**config.mk**
```make
export PLATFORM = sky130hd
export DESIGN_NAME = clk_stretcher
export DESIGN_NICKNAME = d
export VERILOG_FILES = /design/src/rtl/clkstr_pkg.sv /design/src/rtl/clkstr_seq.sv /design/src/rtl/clkstr_phase.sv /design/src/rtl/clkstr_buf.sv /design/src/rtl/clk_stretcher.sv
export SDC_FILE = /design/constraint.sdc
export NUM_CORES = 1
export LEC_CHECK = 0
export BUFFER_PORTS_ARGS = -buffer_cell sky130_fd_sc_hd__buf_2
export CORE_AREA = 2 2 39 41
export CTS_CLUSTER_DIAMETER = 120
export CTS_CLUSTER_SIZE = 14
export DETAILED_ROUTE_END_ITERATION = 8
export DIE_AREA = 0 0 41 43
export PLACE_DENSITY = 0.57
export SLEW_MARGIN = 20
export SYNTH_ARGS = -nofsm -noshare
export SYNTH_HDL_FRONTEND = slang
export SYNTH_SLANG_ARGS = --single-unit
```
**constraint.sdc**
```tcl
create_clock -name clk -period 1.95 [get_ports clk]
set_clock_uncertainty 0.1 [all_clocks]
set_input_delay 0.195 -clock clk [delete_from_list [all_inputs] [get_ports clk]]
set_output_delay 0.195 -clock clk [all_outputs]
set_load 0.03 [all_outputs]
```
**src/rtl/clkstr_pkg.sv**
```systemverilog
package clkstr_pkg;
  // Width of the bus-cycle position counter for a given normal length.
  function automatic int cnt_width(input int div);
    return $clog2(2 * div);
  endfunction
endpackage

```
**src/rtl/clkstr_seq.sv**
```systemverilog
module clkstr_seq #(
  parameter int DIV = 8,
  localparam int CW = clkstr_pkg::cnt_width(DIV)
) (
  input  logic          clk,
  input  logic          rst_n,
  input  logic          sel_slow,
  input  logic          rw_read,
  output logic [CW-1:0] pos_nxt,
  output logic          str_nxt,
  output logic          rd_nxt
);
  localparam int NLAST = DIV - 1;
  localparam int SLAST = 2 * DIV - 1;

  logic [CW-1:0] pos_q;
  logic          str_q;
  logic          rd_q;
  logic          wrap;

  assign wrap = str_q ? (pos_q == CW'(SLAST)) : (pos_q == CW'(NLAST));

  always_comb begin
    pos_nxt = wrap ? '0 : pos_q + 1'b1;
    str_nxt = wrap ? sel_slow : str_q;
    rd_nxt  = wrap ? rw_read : rd_q;
  end

  always_ff @(posedge clk or negedge rst_n) begin
    if (!rst_n) begin
      pos_q <= '0;
      str_q <= 1'b0;
      rd_q  <= 1'b0;
    end else begin
      pos_q <= pos_nxt;
      str_q <= str_nxt;
      rd_q  <= rd_nxt;
    end
  end

  // position never passes the end of the current cycle length
  assert_pos_in_range_R3: assert property (@(posedge clk) disable iff (!rst_n)
    str_q ? (pos_q <= CW'(SLAST)) : (pos_q <= CW'(NLAST)));
  // sampled select holds for the whole cycle
  assert_sel_held_R5: assert property (@(posedge clk) disable iff (!rst_n)
    (pos_q != '0) |-> $stable(str_q));
endmodule

```
**src/rtl/clkstr_phase.sv**
```systemverilog
module clkstr_phase #(
  parameter int DIV = 8,
  localparam int CW = clkstr_pkg::cnt_width(DIV)
) (
  input  logic          clk,
  input  logic          rst_n,
  input  logic [CW-1:0] pos_nxt,
  input  logic          str_nxt,
  output logic          ph1,
  output logic          ph2
);
  localparam int H = DIV / 2 - 1;
  localparam int NP2_END = DIV - 2;
  localparam int SP2_END = 2 * DIV - 2;

  logic p1_d, p2_d;

  always_comb begin
    p1_d = (pos_nxt < CW'(H));
    p2_d = (pos_nxt >= CW'(H + 1)) &&
           (pos_nxt <= (str_nxt ? CW'(SP2_END) : CW'(NP2_END)));
  end

  always_ff @(posedge clk or negedge rst_n) begin
    if (!rst_n) begin
      ph1 <= 1'b1;
      ph2 <= 1'b0;
    end else begin
      ph1 <= p1_d;
      ph2 <= p2_d;
    end
  end

  assert_no_overlap_R4: assert property (@(posedge clk) disable iff (!rst_n)
    !(ph1 && ph2));
  assert_gap_after_p1_R4: assert property (@(posedge clk) disable iff (!rst_n)
    $fell(ph1) |-> !ph2);
  assert_gap_after_p2_R4: assert property (@(posedge clk) disable iff (!rst_n)
    $fell(ph2) |-> !ph1);
endmodule

```
**src/rtl/clkstr_buf.sv**
```systemverilog
module clkstr_buf #(
  parameter int DIV = 8,
  localparam int CW = clkstr_pkg::cnt_width(DIV)
) (
  input  logic          clk,
  input  logic          rst_n,
  input  logic [CW-1:0] pos_nxt,
  input  logic          str_nxt,
  input  logic          rd_nxt,
  output logic          buf_en,
  output logic          buf_dir_read
);
  localparam int EN_FIRST = DIV / 2;
  localparam int EN_LAST  = 2 * DIV - 3;

  logic en_d;
  assign en_d = str_nxt && (pos_nxt >= CW'(EN_FIRST)) && (pos_nxt <= CW'(EN_LAST));

  always_ff @(posedge clk or negedge rst_n) begin
    if (!rst_n) begin
      buf_en       <= 1'b0;
      buf_dir_read <= 1'b0;
    end else begin
      buf_en       <= en_d;
      buf_dir_read <= rd_nxt;
    end
  end
endmodule

```
**src/rtl/clk_stretcher.sv**
```systemverilog
module clk_stretcher #(
  parameter int DIV = 8
) (
  input  logic clk,
  input  logic rst_n,
  input  logic sel_slow,
  input  logic rw_read,
  output logic ph1,
  output logic ph2,
  output logic buf_en,
  output logic buf_dir_read
);
  localparam int CW = clkstr_pkg::cnt_width(DIV);

  logic [CW-1:0] pos_nxt;
  logic          str_nxt;
  logic          rd_nxt;

  initial begin
    assert_div_ok_R8: assert ((DIV % 2 == 0) && (DIV >= 4))
      else $error("DIV must be even and at least 4");
  end

  clkstr_seq #(.DIV(DIV)) u_seq (
    .clk(clk), .rst_n(rst_n), .sel_slow(sel_slow), .rw_read(rw_read),
    .pos_nxt(pos_nxt), .str_nxt(str_nxt), .rd_nxt(rd_nxt)
  );

  clkstr_phase #(.DIV(DIV)) u_phase (
    .clk(clk), .rst_n(rst_n), .pos_nxt(pos_nxt), .str_nxt(str_nxt),
    .ph1(ph1), .ph2(ph2)
  );

  clkstr_buf #(.DIV(DIV)) u_buf (
    .clk(clk), .rst_n(rst_n), .pos_nxt(pos_nxt), .str_nxt(str_nxt),
    .rd_nxt(rd_nxt), .buf_en(buf_en), .buf_dir_read(buf_dir_read)
  );

  // enable only under phase two, and dropped before phase two falls
  assert_en_under_p2_R6: assert property (@(posedge clk) disable iff (!rst_n)
    buf_en |-> ph2);
  assert_en_early_off_R6: assert property (@(posedge clk) disable iff (!rst_n)
    $fell(ph2) |-> !$past(buf_en));
  // direction only moves at a phase-one rise
  assert_dir_steady_R7: assert property (@(posedge clk) disable iff (!rst_n)
    !$rose(ph1) |-> $stable(buf_dir_read));
endmodule

```
# [Word level (Yosys, flattened, before mapping)]
# Index checks and enable logic that the tools add are counted.
[totals] out_inout_bits=4 regBits=9 elab_cells=20 input_bits=4
[op_classes] n_reduce_logical=3 magnitude_cmp=4 eq_ne=2 add_sub_neg=1 n_mux=4
[op_table] cell="4-bit two-way mux" count=2
[op_table] cell="4-bit by 1-bit adder with 4-bit output, second input constant" count=1
[op_table] cell="4-bit by 3-bit equality test with 1-bit output, second input constant" count=1
[op_table] cell="4-bit equality test, second input constant" count=1
[op_table] cell="4-bit by 3-bit >= comparator with 1-bit output, second input constant" count=1
[op_table] cell="4-bit <= comparator" count=1
[op_table] cell="4-bit <= comparator, second input constant" count=1
[op_table] cell="4-bit by 2-bit less-than comparator with 1-bit output, second input constant" count=1
[op_table] cell="1-bit logical AND" count=3
[op_table] cell="1-bit two-way mux" count=2

# [Depth between registers and ports, before layout]
[logic_depth] word_depth=6 ltp_mapped=7 depth_no_buf=6

# [By module]
# Synthesis repeated with hierarchy kept, for this count alone.
[unflattened] cells_unflattened=35 hier_area_um2=422.9
[by_module_without_submodules] mod="clkstr_seq" cells_each=22 seq_area_each_um2=150.1 area_each_um2=257.7 instances=1
[by_module_without_submodules] mod="clkstr_phase" cells_each=9 seq_area_each_um2=51.3 area_each_um2=103.8 instances=1
[by_module_without_submodules] mod="clkstr_buf" cells_each=4 seq_area_each_um2=50.0 area_each_um2=61.3 instances=1

# [Worst setup path after synthesis]
# No wires, ideal clock.
[synth_path] path_kind="flip-flop to flip-flop" from="register u_seq.pos_q[0]" to="register u_phase.ph2" arrival_time_ps=1911 synth_period_minus_slack_ps=2098 path_stages_with_launch=7 path_slack_ps=-148 t_required_ps=1763 path_cell_list="dfrtp_1 > ha_1 > and4b_4 > or3_4 > ha_1 > a31o_2 > a22oi_1"
[synth_via] elab_chain_cells=6 elab_cells_between_ends=10
[synth_rtl] element="start, declared" line="clkstr_seq.sv:16" source="logic [CW-1:0] pos_q;"
[synth_rtl] element="start signal, assigned" line="clkstr_seq.sv:35" source="pos_q <= pos_nxt;"
[synth_rtl] element="4-bit by 3-bit equality test with 1-bit output / 4-bit equality test (equally long branches)" line="clkstr_seq.sv:21" source="assign wrap = str_q ? (pos_q == CW'(SLAST)) : (pos_q == CW'(NLAST));"
[synth_rtl] element="1-bit two-way mux" line="clkstr_seq.sv:21"
[synth_rtl] element="1-bit two-way mux" line="clkstr_seq.sv:25" source="str_nxt = wrap ? sel_slow : str_q;"
[synth_rtl] element="4-bit two-way mux" line="clkstr_phase.sv:21" source="(pos_nxt <= (str_nxt ? CW'(SP2_END) : CW'(NP2_END)));"
[synth_rtl] element="4-bit <= comparator" line="clkstr_phase.sv:21"
[synth_rtl] element="1-bit logical AND (*)" line="clkstr_phase.sv:20" source="p2_d = (pos_nxt >= CW'(H + 1)) &&"
[synth_rtl] element="via u_phase.p2_d" line="clkstr_phase.sv:16" source="logic p1_d, p2_d;"
[synth_rtl] element="end signal, assigned" line="clkstr_phase.sv:30" source="ph2 <= p2_d;"
[synth_rtl] element="end, declared" line="clkstr_phase.sv:10" source="output logic ph2"
# The timed path passes the listed nets; every way through them passes the cells marked *.
# A chain may end at the register's enable or synchronous reset.

# [Worst setup path in the final report]
[layout_path] from="register u_seq.pos_q[1]" to="register u_phase.ph2"
# Same word-level chain as after synthesis.

==> metrics.md <==
| Metric | Value |
|---|---|
| Fin nets | 73 |
| Die area | approximately 1800 sq um |
| Period utilisation layout | 0.9713 |
| RSZ-0062 raised after global routing | false |
| Synthesized flop and latch total | 9 |
| Maxcap violations | 0 |
| Sequential share of power | 0.382 |
| Drt first-iter violations | 3 |
| HP Class | in -> reg |
| Area Overhead vs Synth | 29.76% |
| Die height | 43 um |
| Number of diodes | 0 |
| Critical path arrival | approximately 2000 ps |
| Post-Synthesis Cells | 47 |
| Hpwl dp | roughly 900 um |
| First-pass GRT wire length | between 2000 and 2500 um |
| Sw Ratio | 0.3759 |
| Sequential element share of the synthesized area | 0.4310 |
| Worst Setup End Kind | register |
| Vias | 411 |
| Routed len/inst | 14.75 um |
| Total congestion overflow | 0 |
| # rows | 14 |
| Met2 Wirelength | 546 um |
| Worst skew pair latency | 270 ps |
| Bufs on Longest Clock Path | 2 |
| Type of origin of the critical path | register |
| Fillers | 128 |
| Core ar. | 1384 sq um |
| CP required | 2040 ps |
| Antenna violations before repair | 0 |
| Overall Power | 0.0007145 W |
| Routed WL | 1165 um |
| Classification of the worst setup path | reg -> reg |
| CP max stage delay | approximately 420 ps |
| VDD IR-drop max | 0.0002968 V |
| Worst slew margin | 0.7781 |
| Run status | complete, no violations |
| PwrDens | approximately 1000 nW/um^2 |
| CP Cell Sequence | ha_4, and4b_4, or3_4, ha_4, a31o_2, a22oi_2 |
| FF+latch area | 229.0 sq um |
| Initial core utilization | 0.3797 |
| Via-to-Cell Ratio | 5.203 |
| Footprint of the multi-input gates | 312.8 sq um |
| Critical path's most frequent cell | ha_4 |
| Post-Syn Area per Cell | about 11 sq um |
| IO buf count | 7 |
| Tightest Pin Transition | 331.7 ps |
| Vias in the first global route | 451 |
| Crit-path slowest cell | dfrtp_2 |
| Slew Viols, Final | 0 |
| Synth Net Count | 56 |
| TritonCTS clock tree | built |
| Antenna viol nets, final | 0 |
| Placer Congestion | 0.7154 |
| GRT Total Usage | 0.1782 |
| Max FO, Critical Path | 2 |
| Mapped Area | between 500 and 600 sq um |
| Synth cell types | 29 |
| Met3 WL | 65 um |
| CTS clk-pin slew, worst paths | 60 ps |
| Final hold vios | 0 |
| H-tree levels | 1 |
| CTS Buf Count | 3 |
| Largest net degree at the start of global routing | 10 |
| Leakage power | 0.3404 nW |
| Net Sw Power | approximately 0.00027 W |
| WL met1 | roughly 530 um |
| FF-to-FF setup slack | 60 ps |
| Root Driver | clkbuf_4 |
| Highest Signal Layer | met4 |
| Clock share of power | 0.209 |
| Internal power | 0.0004459 W |
| Combinational share of power | 0.409 |
| Sink Count | 9 |
| Layout cell share with drive strength beyond 1 | 0.4444 |
| Ports | 8 |
| Max Clk Rate | 0.5280 GHz |
| Fin crit period | about 1900 ps |
| YS warnings | 0 |
| Drt pass-1 iters | 4 |
| # DRC | 0 |
| TNS Setup | 0 ps |
| Final setup fails | 0 |
| Width of the die | 41 um |
[repair_timing]
item / 4_1_cts / 5_1_grt
hold endpoints to repair: 9 / 0
hold buffers: 1 / 0
endpoints found under the setup margin: 0 / 1
resized for setup: 0 / 2
setup buffers: 0 / 0
[flip-flops by register name (all words and copies together), names as in the netlist]
signal and cells:
u_buf.buf_dir_read 1, u_buf.buf_en 1, u_phase.ph1 1, u_phase.ph2 1, u_seq.pos_q 4, u_seq.str_q 1
[synthesized netlist by cell type]
cell      count  area share
a211oi_2      1       0.024
a21boi_0      1       0.014
a22oi_1       1       0.014
a31o_2        1       0.017
a31oi_1       2       0.024
and3_2        1       0.014
and3b_1       2       0.033
and4b_1       1       0.019
and4b_4       1       0.026
buf_6         1       0.021
dfrtp_1       8        0.38
dfstp_2       1       0.050
ha_1          5        0.12
inv_1         3       0.021
mux2_1        1       0.021
nand2_1       3       0.021
nand3_1       1      0.0095
nand4_1       1       0.012
nor2_1        2       0.014
nor2b_1       1       0.012
nor2b_2       1       0.017
nor3_1        1      0.0095
o211a_1       1       0.019
o21ai_0       1      0.0095
o21ai_1       1      0.0095
or3_1         1       0.012
or3_4         1       0.021
xnor2_1       1       0.017
xor2_1        1       0.017
[through the flow]
| stage | instances | hold WS [ps] | worst slack [ps] | util | cell area, sq um |
|---|---|---|---|---|---|
| 2_1_floorplan | 47 | -200.6 | 16.10 | - | 553.0 |
| 3_3_place_gp | 74 | -46.49 | 61.67 | 0.4584 | 634.4 |
| 3_5_place_dp | 74 | -43.23 | 44.01 | 0.4584 | 634.4 |
| 4_1_cts | 79 | 43.94 | 23.31 | 0.4846 | 670.6 |
| 5_1_grt | 79 | 49.38 | 8.205 | 0.4928 | 681.9 |
| 6_report | 79 | 41.55 | 56.03 | 0.4928 | 681.9 |
[metal layers]
metal / track usage / up-vias
met5: 0 / -
met4: 0.1200 / 0
met3: 0.04712 / 5
met2: 0.2563 / 17
met1: 0.2208 / 188
li1: - / 201
[power by group through the flow]
| stage | Sequential [W] | Clock, W | Combinational (W) |
|---|---|---|---|
| 3_5_place_dp | 0.000277 | 0 | 0.000276 |
| 4_1_cts | 0.000273 | 0.000151 | 0.000279 |
| 3_3_place_gp | 0.000277 | 0 | 0.000269 |
| 2_1_floorplan | 0.000320 | 0 | 0.000144 |
| 5_1_grt | 0.000280 | 0.000168 | 0.000324 |
| 6_report | 0.000273 | 0.000149 | 0.000292 |
[worst max-delay path, delay by kind of cell (launching register included)]
family / cells / cell delay [ps]
AOI/OAI and AO/OA: 2 / 310
adders and majority gates: 2 / 410
and+or+nand+nor: 2 / 570
DFF: 1 / 420
[area by class of cell]
class / count / share of cell area
multi-input combinational: 34 / 0.4587
sequential: 9 / 0.3358
timing repair buffer: 13 / 0.1211
clock buffer: 4 / 0.03853
tap: 16 / 0.02936
inverter: 3 / 0.01651
[placed cells by master, fill, tap and decap left out, types with 2 or more instances in the layout]
cell type  count
buf_4          5
inv_1          3
ha_4           2
clkbuf_4       3
dfrtp_2        2
nor2_1         2
and3b_1        2
dfrtp_1        6
nand2_1        3
ha_1           3
buf_2          7
[path summary, 6_finish.rpt]
check                           cells past startpoint          startpoint                  to
max in group asynchronous                           2               rst_n         u_phase.ph1
worst max-delay path                                6      u_seq.pos_q[1]         u_phase.ph2
worst max register to register                      6      u_seq.pos_q[1]         u_phase.ph2
worst min register to register                      1  u_buf.buf_dir_read  u_buf.buf_dir_read
min in group asynchronous                           2               rst_n      u_seq.pos_q[2]
worst min-delay path                                2             rw_read  u_buf.buf_dir_read
[cells by family after synthesis]
kind of cell    Yosys count  synth area share
buf+inv                   4           0.04285
simple gates             17            0.2214
fa+ha+maj                 5            0.1190
mux                       1           0.02143
compound gates            9            0.1309
xor+xnor                  2           0.03334
flops                     9            0.4310
No activity file was read; power rests on OpenSTA's default activity.
